[src/rtl/dir_pkg.sv]
package dir_pkg;
  typedef enum logic [1:0] {
    REQ_RD    = 2'd0,
    REQ_WR    = 2'd1,
    REQ_UPG   = 2'd2,
    REQ_EVICT = 2'd3
  } req_op_e;

  typedef enum logic [2:0] {
    CMD_DATA      = 3'd0,
    CMD_GRANT     = 3'd1,
    CMD_INVAL     = 3'd2,
    CMD_FETCH_LOC = 3'd3,
    CMD_FETCH_FWD = 3'd4,
    CMD_WBACK     = 3'd5,
    CMD_NACK      = 3'd6
  } cmd_op_e;

  typedef enum logic [1:0] {
    RSP_NONE  = 2'd0,
    RSP_DATA  = 2'd1,
    RSP_GRANT = 2'd2
  } rsp_e;
endpackage

[src/rtl/dir_prio_enc.sv]
module dir_prio_enc #(
  parameter int W = 4,
  localparam int IW = (W > 1) ? $clog2(W) : 1
) (
  input  logic [W-1:0]  vec_i,
  output logic [IW-1:0] idx_o
);
  // lowest set bit wins
  always_comb begin
    idx_o = '0;
    for (int k = W - 1; k >= 0; k--) begin
      if (vec_i[k]) idx_o = IW'(k);
    end
  end
endmodule

[src/rtl/dir_entry_ram.sv]
module dir_entry_ram #(
  parameter int N_BLOCKS = 8,
  parameter int EW       = 5,
  localparam int BW      = $clog2(N_BLOCKS)
) (
  input  logic          clk_i,
  input  logic          rst_ni,
  input  logic [BW-1:0] rd_idx_i,
  output logic [EW-1:0] rd_ent_o,
  input  logic          we_i,
  input  logic [BW-1:0] wr_idx_i,
  input  logic [EW-1:0] wr_ent_i
);
  logic [EW-1:0] mem_q [N_BLOCKS];

  always_ff @(posedge clk_i or negedge rst_ni) begin
    if (!rst_ni) begin
      for (int b = 0; b < N_BLOCKS; b++) mem_q[b] <= '0;
    end else if (we_i) begin
      mem_q[wr_idx_i] <= wr_ent_i;
    end
  end

  assign rd_ent_o = mem_q[rd_idx_i];
endmodule

[src/rtl/dir_plan.sv]
module dir_plan
  import dir_pkg::*;
#(
  parameter int N_CACHES = 4,
  parameter int HOME_ID  = 0,
  localparam int IDW     = $clog2(N_CACHES),
  localparam int CW      = $clog2(N_CACHES + 1)
) (
  input  logic [N_CACHES:0]   ent_i,
  input  req_op_e             op_i,
  input  logic [IDW-1:0]      src_i,
  output logic [N_CACHES-1:0] inv_o,
  output logic                fetch_o,
  output cmd_op_e             fetch_op_o,
  output logic [IDW-1:0]      owner_o,
  output logic                wb_o,
  output rsp_e                rsp_o,
  output logic [N_CACHES:0]   new_ent_o,
  output logic [CW-1:0]       cnt_o
);
  logic [N_CACHES-1:0] pres, me;
  logic                dirty;

  assign pres  = ent_i[N_CACHES:1];
  assign dirty = ent_i[0];

  dir_prio_enc #(.W(N_CACHES)) u_owner (.vec_i(pres), .idx_o(owner_o));

  assign fetch_op_o = (owner_o == IDW'(HOME_ID)) ? CMD_FETCH_LOC : CMD_FETCH_FWD;

  always_comb begin
    me = '0;
    me[src_i] = 1'b1;
    inv_o     = '0;
    fetch_o   = 1'b0;
    wb_o      = 1'b0;
    rsp_o     = RSP_NONE;
    new_ent_o = ent_i;
    case (op_i)
      REQ_RD: begin
        rsp_o     = RSP_DATA;
        new_ent_o = {pres | me, 1'b0};
        if (dirty) begin
          fetch_o = 1'b1;
          wb_o    = 1'b1;
        end
      end
      REQ_WR, REQ_UPG: begin
        rsp_o     = RSP_DATA;
        new_ent_o = {me, 1'b1};
        if (dirty) begin
          fetch_o = 1'b1;
          wb_o    = 1'b1;
        end else begin
          inv_o = pres & ~me;
          if (op_i == REQ_UPG && pres[src_i]) rsp_o = RSP_GRANT;
        end
      end
      default: begin
        if (dirty && pres[src_i]) begin
          wb_o      = 1'b1;
          new_ent_o = '0;
        end else begin
          new_ent_o = {pres & ~me, dirty};
        end
      end
    endcase
  end

  always_comb begin
    cnt_o = '0;
    for (int k = 0; k < N_CACHES; k++) cnt_o = cnt_o + CW'(inv_o[k]);
    if (fetch_o) cnt_o = CW'(1);
  end
endmodule

[src/rtl/dir_home_ctrl.sv]
module dir_home_ctrl
  import dir_pkg::*;
#(
  parameter int N_CACHES = 4,
  parameter int N_BLOCKS = 8,
  parameter int HOME_ID  = 0,
  localparam int IDW     = $clog2(N_CACHES),
  localparam int BW      = $clog2(N_BLOCKS),
  localparam int CW      = $clog2(N_CACHES + 1)
) (
  input  logic           clk_i,
  input  logic           rst_ni,
  input  logic           req_valid_i,
  output logic           req_ready_o,
  input  logic [1:0]     req_op_i,
  input  logic [IDW-1:0] req_src_i,
  input  logic [BW-1:0]  req_blk_i,
  output logic           cmd_valid_o,
  input  logic           cmd_ready_i,
  output logic [2:0]     cmd_op_o,
  output logic [IDW-1:0] cmd_dst_o,
  output logic [BW-1:0]  cmd_blk_o,
  input  logic           ack_valid_i
);
  typedef enum logic [2:0] {
    S_IDLE, S_INV, S_FETCH, S_WAIT, S_PICK, S_WB, S_RESP
  } st_e;

  st_e                 st_q;
  logic [IDW-1:0]      src_q, owner_q, nack_dst_q, inv_idx;
  logic [BW-1:0]       blk_q;
  logic [N_CACHES-1:0] inv_q, inv_clr;
  logic                wb_q, nack_q;
  cmd_op_e             fop_q;
  rsp_e                rsp_q;
  logic [N_CACHES:0]   new_q, rd_ent;
  logic [CW-1:0]       cnt_q;

  logic [N_CACHES-1:0] p_inv;
  logic                p_fetch, p_wb;
  cmd_op_e             p_fop;
  logic [IDW-1:0]      p_owner;
  rsp_e                p_rsp;
  logic [N_CACHES:0]   p_new;
  logic [CW-1:0]       p_cnt;

  logic cmd_fire, acc_nack, commit, busy;

  dir_entry_ram #(.N_BLOCKS(N_BLOCKS), .EW(N_CACHES + 1)) u_ram (
    .clk_i, .rst_ni,
    .rd_idx_i(req_blk_i), .rd_ent_o(rd_ent),
    .we_i(commit), .wr_idx_i(blk_q), .wr_ent_i(new_q)
  );

  dir_plan #(.N_CACHES(N_CACHES), .HOME_ID(HOME_ID)) u_plan (
    .ent_i(rd_ent), .op_i(req_op_e'(req_op_i)), .src_i(req_src_i),
    .inv_o(p_inv), .fetch_o(p_fetch), .fetch_op_o(p_fop), .owner_o(p_owner),
    .wb_o(p_wb), .rsp_o(p_rsp), .new_ent_o(p_new), .cnt_o(p_cnt)
  );

  dir_prio_enc #(.W(N_CACHES)) u_inv_sel (.vec_i(inv_q), .idx_o(inv_idx));

  always_comb begin
    inv_clr = '0;
    inv_clr[inv_idx] = 1'b1;
  end

  assign busy        = (st_q != S_IDLE);
  assign req_ready_o = (st_q == S_IDLE) ||
                       (st_q == S_WAIT && !nack_q && req_blk_i == blk_q);
  assign cmd_fire    = cmd_valid_o && cmd_ready_i;
  assign acc_nack    = req_valid_i && req_ready_o && (st_q == S_WAIT);
  assign commit      = (st_q == S_PICK) && !wb_q && (rsp_q == RSP_NONE);

  always_ff @(posedge clk_i or negedge rst_ni) begin
    if (!rst_ni) begin
      st_q       <= S_IDLE;
      src_q      <= '0;
      blk_q      <= '0;
      owner_q    <= '0;
      nack_dst_q <= '0;
      inv_q      <= '0;
      wb_q       <= 1'b0;
      nack_q     <= 1'b0;
      fop_q      <= CMD_FETCH_LOC;
      rsp_q      <= RSP_NONE;
      new_q      <= '0;
      cnt_q      <= '0;
    end else begin
      if (busy && ack_valid_i && cnt_q != '0) cnt_q <= cnt_q - CW'(1);
      case (st_q)
        S_IDLE: if (req_valid_i) begin
          src_q   <= req_src_i;
          blk_q   <= req_blk_i;
          inv_q   <= p_inv;
          owner_q <= p_owner;
          fop_q   <= p_fop;
          wb_q    <= p_wb;
          rsp_q   <= p_rsp;
          new_q   <= p_new;
          cnt_q   <= p_cnt;
          st_q    <= (|p_inv) ? S_INV : (p_fetch ? S_FETCH : S_PICK);
        end
        S_INV: if (cmd_fire) begin
          inv_q <= inv_q & ~inv_clr;
          if ((inv_q & ~inv_clr) == '0) st_q <= S_WAIT;
        end
        S_FETCH: if (cmd_fire) st_q <= S_WAIT;
        S_WAIT: begin
          if (acc_nack) begin
            nack_q     <= 1'b1;
            nack_dst_q <= req_src_i;
          end else if (nack_q && cmd_ready_i) begin
            nack_q <= 1'b0;
          end
          if (cnt_q == '0 && !nack_q && !acc_nack) st_q <= S_PICK;
        end
        S_PICK: begin
          if (wb_q)                  st_q <= S_WB;
          else if (rsp_q != RSP_NONE) st_q <= S_RESP;
          else                        st_q <= S_IDLE;
        end
        S_WB: if (cmd_fire) begin
          wb_q <= 1'b0;
          st_q <= S_PICK;
        end
        S_RESP: if (cmd_fire) begin
          rsp_q <= RSP_NONE;
          st_q  <= S_PICK;
        end
        default: st_q <= S_IDLE;
      endcase
    end
  end

  always_comb begin
    cmd_valid_o = 1'b0;
    cmd_op_o    = CMD_DATA;
    cmd_dst_o   = src_q;
    cmd_blk_o   = blk_q;
    case (st_q)
      S_INV:   begin cmd_valid_o = 1'b1; cmd_op_o = CMD_INVAL; cmd_dst_o = inv_idx; end
      S_FETCH: begin cmd_valid_o = 1'b1; cmd_op_o = fop_q;     cmd_dst_o = owner_q; end
      S_WB:    begin cmd_valid_o = 1'b1; cmd_op_o = CMD_WBACK; cmd_dst_o = IDW'(HOME_ID); end
      S_RESP:  begin
        cmd_valid_o = 1'b1;
        cmd_op_o    = (rsp_q == RSP_GRANT) ? CMD_GRANT : CMD_DATA;
      end
      S_WAIT:  begin cmd_valid_o = nack_q; cmd_op_o = CMD_NACK; cmd_dst_o = nack_dst_q; end
      default: ;
    endcase
  end
endmodule

[config.mk]
export PLATFORM = sky130hd
export DESIGN_NAME = dir_home_ctrl
export DESIGN_NICKNAME = d
export VERILOG_FILES = /design/src/rtl/dir_pkg.sv /design/src/rtl/dir_prio_enc.sv /design/src/rtl/dir_entry_ram.sv /design/src/rtl/dir_plan.sv /design/src/rtl/dir_home_ctrl.sv
export SDC_FILE = /design/constraint.sdc
export NUM_CORES = 1
export LEC_CHECK = 0
export ABC_AREA = 1
export CELL_PAD_IN_SITES_DETAIL_PLACEMENT = 0
export CELL_PAD_IN_SITES_GLOBAL_PLACEMENT = 2
export CORE_ASPECT_RATIO = 0.5
export CORE_MARGIN = 2
export CORE_UTILIZATION = 35
export DETAILED_ROUTE_END_ITERATION = 8
export PLACE_DENSITY_LB_ADDON = 0.08
export SLEW_MARGIN = 0
export SYNTH_ARGS = -nofsm -noshare
export SYNTH_HDL_FRONTEND = slang
export SYNTH_SLANG_ARGS = --single-unit
[constraint.sdc]
create_clock -name clk_i -period 2.8 [get_ports clk_i]
set_input_delay 0.42 -clock clk_i [delete_from_list [all_inputs] [get_ports clk_i]]
set_output_delay 0.42 -clock clk_i [all_outputs]
set_load 0.01 [all_outputs]
==> After elaboration in Yosys (flattened, before gate mapping) <==
Cells that the tools add are included.
{ "classes": {"reduce_logical": 46, "bitwise": 7, "mux": 62, "magnitude_cmp": 7, "add_sub_neg": 4, "eq_ne": 18} }
{ "op_table": {"columns": ["op", "n"], "rows": [
  ["3-bit two-way mux", 15],
  ["40-bit bitwise mux", 1],
  ["2-bit two-way mux", 12],
  ["5-bit two-way mux", 4],
  ["3-bit case mux with 6 select lines", 1],
  ["1-bit logical AND", 17],
  ["4-bit two-way mux", 4],
  ["5-bit binary-select mux with 3-bit select", 1],
  ["5-bit demux with 3-bit select", 1],
  ["3-bit case mux with 5 select lines", 1],
  ["1-bit two-way mux", 12],
  ["2-bit != test, second input constant", 6],
  ["5-bit case mux with 2 select lines", 1],
  ["2-bit nonzero test", 5],
  ["3-bit equality test, second input constant", 3],
  ["3-bit AND reduction", 3],
  ["4-bit AND", 2],
  ["4-bit greater-or-equal comparator, second input constant", 2],
  ["3-bit inverter with 4-bit output", 2],
  ["4-bit inverter", 2],
  ["2-bit case mux with 2 select lines", 2],
  ["2-bit case mux with 4 select lines", 1],
  ["4-bit case mux with 2 select lines", 1],
  ["4-bit OR reduction", 2],
  ["26 further kinds", 43]
]} }
{ "word_totals": {"ff_bits": 71, "out_inout_bits": 10, "elab_cells": 164, "input_bits": 12} }

==> Depth between registers and ports, before layout <==
{ "depth": {"word_depth": 14, "mapped_depth": 17, "ltp_nobuf": 15} }

==> Cells and area by module <==
Synthesis repeated with hierarchy kept, for this count alone.
{ "hier_totals": {"hier_cells": 623, "area_unflattened_um2": 4284.1} }
{ "by_module_without_submodules": {"columns": ["module", "cells_per_inst", "instances", "area_per_inst_um2"], "rows": [
  ["dir_entry_ram", 275, 1, 2001.9],
  ["dir_home_ctrl", 254, 1, 1830.5],
  ["dir_plan", 82, 1, 384.1],
  ["dir_prio_enc", 6, 2, 33.8]
]} }

==> Least setup slack after synthesis <==
No wires, ideal clock.
{ "synth_timing": {"path_type": "input -> register", "from": "in req_blk_i[0]", "to": "reg cnt_q[1]", "stages": 14, "path_slack_ns": 0.271, "arrival_time_ns": 2.408, "n_path_buf": 2, "cell_sequence": "buf_4 -> inv_4 -> buf_6 -> nand2_1 -> nand2_1 -> nand2_1 -> nand3_1 -> nand3_1 -> nor2_1 -> inv_1 -> ha_1 -> fa_1 -> ha_1 -> a32o_1"} }
{ "synth_between": {"elab_chain_cells": 13, "word_cells_on_any_way": 15, "cone_classes": "add/sub: 3; mux: 10; bitwise: 2"} }
{ "synth_lines": {"columns": ["item", "line", "rtl"], "rows": [
  ["start, declared", "dir_home_ctrl.sv:17", "input logic [BW-1:0] req_blk_i,"],
  ["3-bit inverter with 4-bit output (implied by the code) *", "dir_entry_ram.sv:24", "assign rd_ent_o = mem_q[rd_idx_i];"],
  ["5-bit binary-select mux with 3-bit select *", "dir_entry_ram.sv:24", null],
  ["5-bit two-way mux (implied by the code) * (2 in a row)", "dir_entry_ram.sv:24", null],
  ["4-bit AND", "dir_plan.sv:55", "inv_o = pres & ~me;"],
  ["4-bit two-way mux", "dir_plan.sv:51", "if (dirty) begin"],
  ["4-bit two-way mux", "dir_plan.sv:39", "case (op_i)"],
  ["1-bit by 1-bit adder with 2-bit output", "dir_plan.sv:72", "for (int k = 0; k < N_CACHES; k++) cnt_o = cnt_o + CW'(inv_o[k]);"],
  ["3-bit by 1-bit adder with 3-bit output (2 in a row)", "dir_plan.sv:72", null],
  ["3-bit two-way mux *", "dir_plan.sv:73", "if (fetch_o) cnt_o = CW'(1);"],
  ["3-bit two-way mux *", "dir_home_ctrl.sv:92", "S_IDLE: if (req_valid_i) begin"],
  ["3-bit two-way mux *", "dir_home_ctrl.sv:91", "case (st_q)"],
  ["end signal, assigned", "dir_home_ctrl.sv:90", "if (busy && ack_valid_i && cnt_q != '0) cnt_q <= cnt_q - CW'(1);"],
  ["end signal, assigned", "dir_home_ctrl.sv:101", "cnt_q <= p_cnt;"],
  ["end, declared", "dir_home_ctrl.sv:37", "logic [CW-1:0] cnt_q;"]
]} }
Mark *: on every way between the ends. The rest lies on a longest branch, timed or not. The select of a mux whose other input is x is not followed.
A chain may end at the register's enable or synchronous reset.

==> Worst setup path after layout <==
{ "layout_timing": {"from": "in req_op_i[0]", "to": "reg cnt_q[1]"} }
{ "layout_between": {"elab_chain_cells": 9, "word_cells_on_any_way": 13, "cone_classes": "add/sub: 3; eq/ne: 2; mux: 5; reduce/logical: 3"} }
{ "layout_lines": {"columns": ["item", "line", "rtl"], "rows": [
  ["start, declared", "dir_home_ctrl.sv:15", "input logic [1:0] req_op_i,"],
  ["2-bit by 1-bit equality test with 1-bit output or 2-bit equality test (tied branches)", "dir_plan.sv:39", null],
  ["2-bit OR reduction", "dir_plan.sv:39", null],
  ["4-bit two-way mux", "dir_plan.sv:39", null],
  ["1-bit by 1-bit adder with 2-bit output", "dir_plan.sv:72", null],
  ["3-bit by 1-bit adder with 3-bit output (2 in a row)", "dir_plan.sv:72", null],
  ["3-bit two-way mux *", "dir_plan.sv:73", null],
  ["3-bit two-way mux *", "dir_home_ctrl.sv:92", null],
  ["3-bit two-way mux *", "dir_home_ctrl.sv:91", null]
]} }
Mark *: on every way between the ends. The rest lies on a longest branch, timed or not.

==> impl_metrics.py <==
metrics = {
    "grt": {
        "track_usage_pct": 20.6,
        "grt_pass1_wl_um": 19500,
        "grt_pass1_vias": 3668,
        "grt_max_degree": 71,
        "gr-total-overflow": 0,
        "antenna_found_initial": 0,
    },
    "timing": {
        "worst_slack_ns": 0.154,
        "final.setup_skew_ns": 0.00699,
        "setup_violations": 0,
        "post-route-period-util_pct": 94.5,
        "fin_tns_setup_ns": 0,
        "worst_pin_slew_ns": 0.938,
        "slew_viol_final": 0,
        "hold_violations": 0,
        "fin_crit_ns": 2.65,
        "fmax_ghz": 0.378,
        "slew_headroom_pct": 37.5,
        "holdWs_ns": 0.215,
        "rsz0062_at_grt": "false",
    },
    "critical_path": {
        "slowest_delay_ns": 0.48,
        "crit_top_cell": "ha_1",
        "end_kind": "register",
        "slowest_stage": "clkdlybuf4s50_1",
        "worstPathMaxFanout": 4,
        "worstPathRequired_ns": 3.02,
        "path_cells": "clkdlybuf4s50_1 > inv_1 > ha_1 > inv_1 > nor2_1 > nand3_2 > ha_1 > fa_1 > ha_1 > a32o_1",
        "arrival_ns": 2.87,
        "cp-start-kind": "input port",
        "crit_type": "in -> reg",
    },
    "route": {
        "wl_per_cell_um": 15.1,
        "vias": 3628,
        "ant_nets": 0,
        "drc": 0,
        "viasPerCell": 4.72,
        "drt_pass1_iterations": 4,
        "first_iter_violations": 239,
        "totalWireLength_um": 11600,
    },
    "run_status": {
        "outcome": "finished clean",
    },
    "synth": {
        "yosysTopAreaCellShare_pct": 42.5,
        "ys_ff_latch": 70,
        "syn_area_mm2": 0.00407,
        "avgSynthCellArea_um2": 7.35,
        "synth.distinct_cells": 41,
        "syn-num-nets": 574,
        "synthCells": 553,
        "ys_warn_count": 0,
        "ys_seq_area_share_pct": 43.1,
        "synth.area.top_cells": "dfrtp_1 42%, nand2_1 16%, inv_1 7.1%",
        "synth_top_area_cell": "dfrtp_1",
    },
    "power_and_ir_drop": {
        "leakage_nw": 2.54,
        "ir_drop_v": 0.000330,
        "power.density_mw_per_mm2": 999,
    },
    "placement": {
        "port_buffers": 21,
        "routabilityCongestion": 0.814,
        "dp_cells": 753,
        "dp_slack_ns": -0.512,
        "dpl.hpwl_um": 8690,
    },
    "clock_network": {
        "cts_tree": "yes",
        "clk_path_buf_depth": 2,
        "htreeDepth": 3,
        "clkSinkCount": 70,
        "cts_inserted_buffers": 9,
        "ctsResizeCount": 2,
        "cts_hold_buf": 0,
        "post_cts_buffers": 0,
        "clkSlewWorstSetupHoldPaths_ns": 0.06,
        "clock_latency_ns": 0.34,
        "cts_root_buf": "clkbuf_16",
    },
    "die": {
        "die_h_um": 80.2,
        "std_cell_rows": 27,
        "die_w_um": 156,
        "start_util_pct": 36.5,
        "core_area_mm2": 0.0111,
        "top_level_ports": 22,
        "dieArea_mm2": 0.0125,
    },
    "finish": {
        "syn2layout_area_growth_pct": 24.4,
        "layout-drive-gt1-share_pct": 15.7,
        "antenna_cells": 0,
        "stdcell_count": 768,
        "nFillCells": 1167,
        "final_nets": 640,
    },
    "worst_hold_path": {
        "hold_path_class": "in -> async",
    },
    "flow_run": {
        "cap_violations": 0,
    },
}
[flip-flops by register name, summed over array words and instances, names as in the netlist]
register / flops
owner_q: 2
st_q: 3
nack_q: 1
src_q: 2
wb_q: 1
fop_q: 2
rsp_q: 2
new_q: 5
nack_dst_q: 2
inv_q: 4
cmd_blk_o: 3
cnt_q: 3
u_ram.mem_q: 40
[per-stage QoR]
| step | total power, W | utilization [%] | instance area [um2] |
|---|---|---|---|
| 2_1_floorplan | 0.00304 | - | 4070 |
| 3_3_place_gp | 0.00385 | 42.3 | 4720 |
| 3_5_place_dp | 0.00385 | 42.3 | 4720 |
| 4_1_cts | 0.00509 | 45.1 | 5030 |
| 5_1_grt | 0.00548 | 45.4 | 5060 |
| 6_report | 0.00505 | 45.4 | 5060 |
[cells in the mapped netlist]
master	number
nand2_1	169
inv_1	77
dfrtp_1	69
nand3_1	46
nor2_1	39
o21ai_0	39
o21ai_1	25
a21oi_1	14
ha_1	8
nand2_2	7
inv_2	5
nor2_4	5
nor3_1	5
nand3_2	4
buf_2	3
buf_6	3
o2111ai_1	3
a32o_1	2
buf_4	2
clkbuf_1	2
nand2_4	2
nand4_1	2
nor2_2	2
o22ai_1	2
xnor2_1	2
a2111oi_0	1
a21boi_0	1
a22oi_1	1
a2bb2oi_1	1
a31o_2	1
clkbuf_2	1
dfstp_2	1
fa_1	1
inv_4	1
nand4_2	1
nor3_2	1
nor3_4	1
o211ai_1	1
o21a_1	1
o21ai_2	1
o311ai_0	1
[power by group]
group | total, W | switching, W | internal (W)
clock | 0.00122 | 0.000449 | 0.000774
sequential | 0.00174 | 0.000311 | 0.00143
combinational | 0.00209 | 0.00126 | 0.000830
total | 0.00505 | 0.00202 | 0.00304
[path summary, 6_finish.rpt]
kind                       depth (start not counted)                         from  slack (ns)                     endpoint
min in group clk_i                                 2         fop_q[1]$_DFFE_PN1P_        0.48         fop_q[1]$_DFFE_PN1P_
hold / removal                                     1                       rst_ni        0.21  u_ram.mem_q[28]$_DFFE_PN0P_
setup reg to reg                                  12  u_ram.mem_q[25]$_DFFE_PN0P_        0.37           cnt_q[1]$_DFF_PN0_
max in group asynchronous                          1                       rst_ni        1.91          st_q[2]$_DFFE_PN0P_
hold reg to reg                                    2         fop_q[1]$_DFFE_PN1P_        0.48         fop_q[1]$_DFFE_PN1P_
setup / recovery                                  10                  req_op_i[0]        0.15           cnt_q[1]$_DFF_PN0_
[final cells by class]
type                       count  area (um2)  share of cell area, %
inverter                      83         314                   6.21
sequential                    70        1750                   34.7
timing repair buffer          66         552                   10.9
multi-input combinational    389        1940                   38.4
tap                          145         181                   3.59
clock inverter                 6        87.6                   1.73
clock buffer                   9         225                   4.45
[worst max-delay path: cells and delay by family]
kind | cells | cell delay [ns]
simple gates | 2 | 0.29
buf+inv | 3 | 0.60
compound gates | 1 | 0.21
fa+ha+maj | 4 | 1.35
[kinds of logic after synthesis]
family | Yosys count | synth area share [%]
AO/OA/AOI/OAI | 94 | 12.9
XOR/XNOR | 2 | 0.431
adder cells (fa/ha/maj) | 9 | 2.95
buffers and inverters | 94 | 9.60
flip-flops | 70 | 43.1
AND/OR/NAND/NOR | 284 | 31.0
[cells in the final DEF (no fill, tap or decap), drive strengths merged, types with 3 or more instances in the layout]
master         netlist  layout
nor3                 7       7
nand2              178     178
nand3               50      50
buf                  8      46
ha                   8       8
clkbuf               3       9
nand4                3       3
inv                 83      83
o2111ai              3       3
a21oi               14      14
o21ai               65      65
nor2                46      46
dfrtp               69      69
clkdlybuf4s50        0      18
clkinv               0       4
[layer usage]
metal / vias to the layer above / part of all wire [%] / global-route usage (%)
met5: - / 0 / 0
met4: 0 / 1.1 / 5.50
met3: 9 / 2.9 / 3.89
met2: 38 / 43 / 32.4
met1: 1683 / 53 / 29.0
li1: 1898 / - / -
Note: power is estimated with default switching activity, not from simulation.
